**src/rtl/dma_chan_pkg.sv**
```systemverilog
package dma_chan_pkg;

  typedef enum logic [1:0] {
    ST_IDLE  = 2'd0,
    ST_READ  = 2'd1,
    ST_WRITE = 2'd2
  } xfer_state_e;

  typedef enum logic [1:0] {
    AM_FIXED = 2'd0,
    AM_INC   = 2'd1,
    AM_DEC   = 2'd2,
    AM_HOLD  = 2'd3
  } addr_mode_e;

  // control word layout, bit 0 upward: en, half, src_mode, dst_mode
  typedef struct packed {
    addr_mode_e dst_mode;
    addr_mode_e src_mode;
    logic       half;
    logic       en;
  } ctrl_t;

  localparam int CTRL_W = $bits(ctrl_t);
  localparam int BUS_W  = 16;

  localparam logic [3:0] REG_CNT0   = 4'd0;
  localparam logic [3:0] REG_SRC_LO = 4'd3;
  localparam logic [3:0] REG_SRC_HI = 4'd4;
  localparam logic [3:0] REG_DST_LO = 4'd5;
  localparam logic [3:0] REG_DST_HI = 4'd6;
  localparam logic [3:0] REG_CTRL   = 4'd7;

endpackage

```
**src/rtl/dma_cfg_regs.sv**
```systemverilog
module dma_cfg_regs
  import dma_chan_pkg::*;
#(
  parameter int NB = 3
) (
  input  logic                clk,
  input  logic                rst_n,
  input  logic                cfg_we,
  input  logic [3:0]          cfg_addr,
  input  logic [BUS_W-1:0]    cfg_wdata,
  input  logic                busy,
  input  logic                clr_en,
  output ctrl_t               ctrl,
  output logic [NB-1:0]       cnt_ld,
  output logic [1:0][1:0]     addr_ld,
  output logic [BUS_W-1:0]    ld_data
);

  logic wr_ok;
  assign wr_ok   = cfg_we && !busy;
  assign ld_data = cfg_wdata;

  for (genvar i = 0; i < NB; i++) begin : g_cnt_dec
    assign cnt_ld[i] = wr_ok && (cfg_addr == REG_CNT0 + 4'(i));
  end

  assign addr_ld[0][0] = wr_ok && (cfg_addr == REG_SRC_LO);
  assign addr_ld[0][1] = wr_ok && (cfg_addr == REG_SRC_HI);
  assign addr_ld[1][0] = wr_ok && (cfg_addr == REG_DST_LO);
  assign addr_ld[1][1] = wr_ok && (cfg_addr == REG_DST_HI);

  always_ff @(posedge clk or negedge rst_n) begin
    if (!rst_n) begin
      ctrl <= '0;
    end else if (clr_en) begin
      ctrl.en <= 1'b0;
    end else if (wr_ok && cfg_addr == REG_CTRL) begin
      ctrl <= ctrl_t'(cfg_wdata[CTRL_W-1:0]);
    end
  end

  // register writes made while a transfer runs leave the control word alone
  a_r11_ctrl_frozen_busy: assert property (@(posedge clk) disable iff (!rst_n)
    busy && !clr_en |=> $stable(ctrl));

endmodule

```
**src/rtl/dma_xfer_counter.sv**
```systemverilog
module dma_xfer_counter #(
  parameter int CW = 24
) (
  input  logic             clk,
  input  logic             rst_n,
  input  logic [CW/8-1:0]  ld,
  input  logic [7:0]       ld_byte,
  input  logic             dec,
  output logic [CW-1:0]    count,
  output logic             last
);

  localparam int NB = CW / 8;

  logic [CW-1:0] next;

  always_comb begin
    next = count;
    if (dec) begin
      next = count - CW'(1);
    end else begin
      for (int i = 0; i < NB; i++) begin
        if (ld[i]) next[i*8 +: 8] = ld_byte;
      end
    end
  end

  always_ff @(posedge clk or negedge rst_n) begin
    if (!rst_n) count <= '0;
    else        count <= next;
  end

  assign last = (count == CW'(1));

  // each completed unit lowers the counter by exactly one
  a_r5_dec_by_one: assert property (@(posedge clk) disable iff (!rst_n)
    dec |=> count == $past(count) - CW'(1));

  // a zero counter wraps to all ones on a unit
  a_r6_zero_wraps: assert property (@(posedge clk) disable iff (!rst_n)
    dec && count == '0 |=> count == {CW{1'b1}});

endmodule

```
**src/rtl/dma_addr_reg.sv**
```systemverilog
module dma_addr_reg
  import dma_chan_pkg::*;
#(
  parameter int AW = 28,
  parameter int LW = 16
) (
  input  logic          clk,
  input  logic          rst_n,
  input  logic          ld_lo,
  input  logic          ld_hi,
  input  logic [LW-1:0] ld_data,
  input  logic          step,
  input  addr_mode_e    mode,
  input  logic          half,
  output logic [AW-1:0] addr
);

  localparam int HW = AW - LW;

  logic [AW-1:0] delta;
  logic [AW-1:0] stepped;

  assign delta = half ? AW'(2) : AW'(1);

  always_comb begin
    unique case (mode)
      AM_INC:  stepped = addr + delta;
      AM_DEC:  stepped = addr - delta;
      default: stepped = addr;
    endcase
  end

  always_ff @(posedge clk or negedge rst_n) begin
    if (!rst_n) begin
      addr <= '0;
    end else if (step) begin
      addr <= stepped;
    end else begin
      if (ld_lo) addr[LW-1:0]  <= ld_data;
      if (ld_hi) addr[AW-1:LW] <= ld_data[HW-1:0];
    end
  end

  // fixed-mode addresses do not move on a unit
  a_r9_fixed_stays: assert property (@(posedge clk) disable iff (!rst_n)
    step && (mode == AM_FIXED || mode == AM_HOLD) |=> $stable(addr));

  // increment mode advances by the unit size
  a_r9_inc_by_size: assert property (@(posedge clk) disable iff (!rst_n)
    step && mode == AM_INC |=> addr == $past(addr) + (($past(half)) ? AW'(2) : AW'(1)));

endmodule

```
**src/rtl/dma_xfer_fsm.sv**
```systemverilog
module dma_xfer_fsm
  import dma_chan_pkg::*;
#(
  parameter int AW = 28
) (
  input  logic             clk,
  input  logic             rst_n,
  input  logic             trig,
  input  logic             en,
  input  logic             half,
  input  logic             last,
  input  logic [AW-1:0]    src_addr,
  input  logic [AW-1:0]    dst_addr,
  input  logic             bus_ready,
  input  logic [BUS_W-1:0] bus_rdata,
  output logic             bus_valid,
  output logic             bus_write,
  output logic [AW-1:0]    bus_addr,
  output logic [1:0]       bus_lane,
  output logic [BUS_W-1:0] bus_wdata,
  output logic             busy,
  output logic             unit_done,
  output logic             done_q
);

  xfer_state_e     state;
  logic [BUS_W-1:0] hold;
  logic [BUS_W-1:0] rd_pick;

  assign bus_valid = (state != ST_IDLE);
  assign bus_write = (state == ST_WRITE);
  assign bus_addr  = bus_write ? dst_addr : src_addr;
  assign bus_lane  = half ? 2'b11 : (bus_addr[0] ? 2'b10 : 2'b01);
  assign bus_wdata = half ? hold : {hold[7:0], hold[7:0]};
  assign busy      = bus_valid;
  assign unit_done = (state == ST_WRITE) && bus_ready;

  always_comb begin
    if (half)             rd_pick = bus_rdata;
    else if (bus_addr[0]) rd_pick = {8'h00, bus_rdata[15:8]};
    else                  rd_pick = {8'h00, bus_rdata[7:0]};
  end

  always_ff @(posedge clk or negedge rst_n) begin
    if (!rst_n) begin
      state  <= ST_IDLE;
      hold   <= '0;
      done_q <= 1'b0;
    end else begin
      done_q <= unit_done && last;
      unique case (state)
        ST_IDLE:  if (trig && en) state <= ST_READ;
        ST_READ:  if (bus_ready) begin
                    hold  <= rd_pick;
                    state <= ST_WRITE;
                  end
        ST_WRITE: if (bus_ready) state <= ST_IDLE;
        default:  state <= ST_IDLE;
      endcase
    end
  end

  // a stalled phase keeps its request steady
  a_r3_stall_holds: assert property (@(posedge clk) disable iff (!rst_n)
    bus_valid && !bus_ready |=> bus_valid && $stable(bus_write) && $stable(bus_addr)
                                && $stable(bus_lane) && $stable(bus_wdata));

  // a completed read is followed by a write phase
  a_r2_read_then_write: assert property (@(posedge clk) disable iff (!rst_n)
    bus_valid && !bus_write && bus_ready |=> bus_valid && bus_write);

  // a new request always opens with a read
  a_r2_opens_with_read: assert property (@(posedge clk) disable iff (!rst_n)
    $rose(bus_valid) |-> !bus_write);

  // idle stays idle without an enabled trigger
  a_r4_idle_without_trig: assert property (@(posedge clk) disable iff (!rst_n)
    state == ST_IDLE && !(trig && en) |=> state == ST_IDLE);

  // byte units touch exactly one lane
  a_r10_byte_one_lane: assert property (@(posedge clk) disable iff (!rst_n)
    bus_valid && !half |-> $countones(bus_lane) == 1);

endmodule

```
**src/rtl/dma_dual_chan.sv**
```systemverilog
module dma_dual_chan
  import dma_chan_pkg::*;
#(
  parameter int AW = 28,
  parameter int CW = 24
) (
  input  logic             clk,
  input  logic             rst_n,
  input  logic             cfg_we,
  input  logic [3:0]       cfg_addr,
  input  logic [15:0]      cfg_wdata,
  input  logic             trig,
  output logic             bus_valid,
  output logic             bus_write,
  output logic [AW-1:0]    bus_addr,
  output logic [1:0]       bus_lane,
  output logic [15:0]      bus_wdata,
  input  logic             bus_ready,
  input  logic [15:0]      bus_rdata,
  output logic             chan_en,
  output logic [CW-1:0]    remaining,
  output logic             done
);

  localparam int NB = CW / 8;

  ctrl_t             ctrl;
  logic [NB-1:0]     cnt_ld;
  logic [1:0][1:0]   addr_ld;
  logic [BUS_W-1:0]  ld_data;
  logic              busy;
  logic              unit_done;
  logic              last;
  logic              clr_en;
  logic [AW-1:0]     addr_q [2];
  addr_mode_e        mode_sel [2];

  assign clr_en      = unit_done && last;
  assign mode_sel[0] = ctrl.src_mode;
  assign mode_sel[1] = ctrl.dst_mode;

  dma_cfg_regs #(.NB(NB)) u_cfg (
    .clk(clk), .rst_n(rst_n), .cfg_we(cfg_we), .cfg_addr(cfg_addr),
    .cfg_wdata(cfg_wdata), .busy(busy), .clr_en(clr_en), .ctrl(ctrl),
    .cnt_ld(cnt_ld), .addr_ld(addr_ld), .ld_data(ld_data)
  );

  dma_xfer_counter #(.CW(CW)) u_cnt (
    .clk(clk), .rst_n(rst_n), .ld(cnt_ld), .ld_byte(ld_data[7:0]),
    .dec(unit_done), .count(remaining), .last(last)
  );

  for (genvar g = 0; g < 2; g++) begin : g_addr
    dma_addr_reg #(.AW(AW), .LW(BUS_W)) u_addr (
      .clk(clk), .rst_n(rst_n), .ld_lo(addr_ld[g][0]), .ld_hi(addr_ld[g][1]),
      .ld_data(ld_data), .step(unit_done), .mode(mode_sel[g]),
      .half(ctrl.half), .addr(addr_q[g])
    );
  end

  dma_xfer_fsm #(.AW(AW)) u_fsm (
    .clk(clk), .rst_n(rst_n), .trig(trig), .en(ctrl.en), .half(ctrl.half),
    .last(last), .src_addr(addr_q[0]), .dst_addr(addr_q[1]),
    .bus_ready(bus_ready), .bus_rdata(bus_rdata), .bus_valid(bus_valid),
    .bus_write(bus_write), .bus_addr(bus_addr), .bus_lane(bus_lane),
    .bus_wdata(bus_wdata), .busy(busy), .unit_done(unit_done), .done_q(done)
  );

  assign chan_en = ctrl.en;

  // done coincides with a cleared enable and an empty counter
  a_r7_done_state: assert property (@(posedge clk) disable iff (!rst_n)
    done |-> !chan_en && remaining == '0);

  // done lasts one cycle
  a_r7_done_single: assert property (@(posedge clk) disable iff (!rst_n)
    done |=> !done);

endmodule

```
**config.mk**
```make
export PLATFORM = sky130hd
export DESIGN_NAME = dma_dual_chan
export DESIGN_NICKNAME = d
export VERILOG_FILES = /design/src/rtl/dma_chan_pkg.sv /design/src/rtl/dma_cfg_regs.sv /design/src/rtl/dma_xfer_counter.sv /design/src/rtl/dma_addr_reg.sv /design/src/rtl/dma_xfer_fsm.sv /design/src/rtl/dma_dual_chan.sv
export SDC_FILE = /design/constraint.sdc
export NUM_CORES = 1
export LEC_CHECK = 0
export BUFFER_PORTS_ARGS = -buffer_cell sky130_fd_sc_hd__buf_2
export CELL_PAD_IN_SITES_DETAIL_PLACEMENT = 1
export CELL_PAD_IN_SITES_GLOBAL_PLACEMENT = 1
export CORE_ASPECT_RATIO = 0.7
export CORE_MARGIN = 2
export CORE_UTILIZATION = 44
export CTS_BUF_LIST = sky130_fd_sc_hd__clkbuf_8 sky130_fd_sc_hd__clkbuf_16
export DETAILED_ROUTE_END_ITERATION = 16
export PLACE_DENSITY_LB_ADDON = 0.1
export SYNTH_ARGS = -nofsm -noshare
export SYNTH_HDL_FRONTEND = slang
export SYNTH_SLANG_ARGS = --single-unit
export TNS_END_PERCENT = 30
```
**constraint.sdc**
```tcl
create_clock -name clk -period 5 [get_ports clk]
set_input_delay 0.25 -clock clk [delete_from_list [all_inputs] [get_ports clk]]
set_output_delay 0.25 -clock clk [all_outputs]
set_load 0.02 [all_outputs]
```
==> impl_metrics.toml <==
[clock_network]
clkLatencyLatePin_ns = 0.38
ctsResizeCount = 0
ctsHoldBuffers = 0
cts.sinks = 105
cts_tree = "yes"
cts_inserted_buffers = 9
root_buffer = "clkbuf_16"
cts_max_path_buffers = 2
clk_pin_slew_worst_paths_ns = 0.08
h-tree-depth = 3
post-cts-setup-buffers = 0

[detailed_routing]
routedWlPerCell_um = 23.2
vias = 9781
routed_wl_um = 35600
ant_nets = 0
drc = 0
dr.first_iter.drc_count = 949
drtPass1Iterations = 5
vias_per_cell = 6.37

[critical_path]
crit_family = "compound AO/OA/AOI/OAI gates"
critPathKind = "reg2reg"
crit_required_ns = 5.30
worst_setup_path_start_kind = "register"
cp_num_buf_inv = 2
cp_slowest_cell = "dfrtp_1"
crit_chain = "inv_1 > ha_1 > inv_1 > fa_1 > nor3b_1 > o21ai_0 > and3_2 > a2bb2oi_4 > o21ai_0 > a31oi_1 > a2111o_1 > nand3_1"
arrival_ns = 3.93
cp_max_fo = 21
reg2reg_slack_ns = 1.38
max_stage_delay_ns = 0.92
crit_path_end_kind = "register"

[floorplanning]
initial_utilization_pct = 45.1
core_um2 = 20800
die_area_um2 = 22500
fp.dieW_um = 179
num_rows = 44
die_h_um = 126
pin_count = 115

[grt]
use_met2_pct = 46.8
grt_overflow = 0
grt_usage_pct = 31.7
use_met3_pct = 4.86
grt_pass1_vias = 9439
use_met1_pct = 48.5
grt-busiest-layer = "met1"
grt_max_degree = 71
antenna_found_initial = 1
grt_pass1_wl_um = 55600

[yosys]
ys_async_sr_fraction_pct = 100
netlist_area_um2 = 9390
synth_edf_count = 0
synth_warnings = 0
synthFlopType = "dfrtp_1"
syn_avg_cell_area_um2 = 7.65
synth_nets = 1278
synth_cell_type_count = 114
synthCells = 1227
seq_area_frac_synth_pct = 28.0
synth-seq-cells = 105

[timing]
whs_ns = 0.0419
clock.fmax_mhz = 276
rsz0062_at_grt = "false"
relSlewSlack_pct = 24.4
fin_crit_sh_pct = 72.5
hold_viol_final = 0
tightest_slew_ns = 1.13
tns_ns = 0
finalClockSkew_ns = 0.0139
fin_crit_ns = 3.62
setup_viol = 0
maxSlewViolCount = 0

[power_and_ir_drop]
swShare_pct = 55.8
p_per_area_nw_per_um2 = 673
p_switching_uw = 3800
p_int_uw = 3000
power.leakage_uw = 0.00408
ir_drop_v = 0.000235
power_frac_clock_pct = 11.5
seq_power_share_pct = 31.3
comb_power_share_pct = 57.3

[place]
numPortBuffers = 114
hpwl_um = 25600
place_congestion = 0.885

[layout]
drive_gt1_share_pct = 18.0
final_cell_mix = "nand2_1, nor2_1, buf_2"
fillers = 2646
area_growth_pct = 7.51
num-nets-final = 1304
final_common_cell = "nand2_1"

[flow_run]
maxCapViolations = 0

[outcome]
run_status = "finished, final reports clean"

[hold_path]
hold_path.class = "in2async"
## cell usage after synthesis (11+ instances only)
cell | count | area, um^2
buf_6 | 12 | 135
a21oi_1 | 70 | 350
o21a_1 | 11 | 82.6
nor2_1 | 137 | 514
nand2_1 | 166 | 623
nor3_1 | 42 | 210
clkbuf_1 | 61 | 229
buf_4 | 11 | 82.6
inv_1 | 34 | 128
o21ai_0 | 87 | 435
or3_1 | 12 | 75.1
a31oi_1 | 36 | 225
nand4_1 | 12 | 75.1
dfrtp_1 | 105 | 2630
o22a_1 | 27 | 236
mux2i_1 | 24 | 240
mux2_2 | 14 | 158
nand3_1 | 41 | 205
o22ai_1 | 11 | 68.8
buf_2 | 19 | 95.1
xnor2_1 | 18 | 158
nor4_1 | 23 | 144
and3_1 | 18 | 113
## power groups by stage
stage	registers, uW	logic [uW]	clock network, uW
final	2130	3890	781
after global routing	2210	4230	823
after CTS	2090	3860	793
after detailed placement	2110	3840	0
after global placement	2090	3780	0
after floorplan	1650	3150	0
## cells by family (layout without fill, tap and decap cells)
| family | Yosys count | after routing | synth area share (%) |
|---|---|---|---|
| and+or+nand+nor | 530 | 530 | 27.8 |
| buffers and inverters | 146 | 177 | 8.03 |
| adders and majority gates | 10 | 10 | 1.49 |
| DFF | 105 | 105 | 28.0 |
| muxes | 42 | 42 | 4.82 |
| AOI/OAI and AO/OA | 374 | 374 | 28.0 |
| xor gates and xnor gates | 20 | 20 | 1.87 |
| other | 0 | 1 | 0 |
## layout make-up
class	count	area, um^2	share of cell area (%)
tap	276	345	3.42
multi-input combinational	976	6020	59.6
clock inverter	7	76.3	0.756
timing repair buffer	127	671	6.64
antenna	1	2.50	0.0248
sequential	105	2630	26.0
inverter	34	128	1.26
clock buffer	9	225	2.23
## flip-flops by register name (all words and copies together), names as in the netlist
register	cells
u_fsm.done_q	1
u_cfg.ctrl	6
u_cnt.count	24
u_fsm.state	2
u_fsm.hold	16
g_addr.u_addr.addr	56
## final timing paths
check	startpoint	endpoint	cells after the start
max in group asynchronous	rst_n	g_addr[0].u_addr.addr[23]	2
worst max register to register	u_cfg.ctrl[1]	g_addr[0].u_addr.addr[16]	12
worst min-delay path	rst_n	g_addr[1].u_addr.addr[9]	1
worst min register to register	u_fsm.hold[8]	u_fsm.hold[8]	2
min in group clk	bus_rdata[8]	u_fsm.hold[8]	3
worst max-delay path	u_cfg.ctrl[1]	g_addr[0].u_addr.addr[16]	12
## through the flow
stage	cell area, um^2	cells	worst slack (ns)	power [uW]	util (%)
floorplan	9390	1227	1.53	4790	-
global placement	9790	1518	1.59	5860	47.1
detailed placement	9790	1518	1.43	5950	47.1
CTS	10100	1534	1.39	6750	48.5
global route	10100	1535	1.09	7270	48.5
finish	10100	1535	1.38	6800	48.5
## per-layer routing
layer,part of all wire (%),routed length [um]
met3,5.7,2040
met4,1.6,578
met2,44,15600
met1,49,17400
met5,0,0
(Power assumes the default switching activity.)
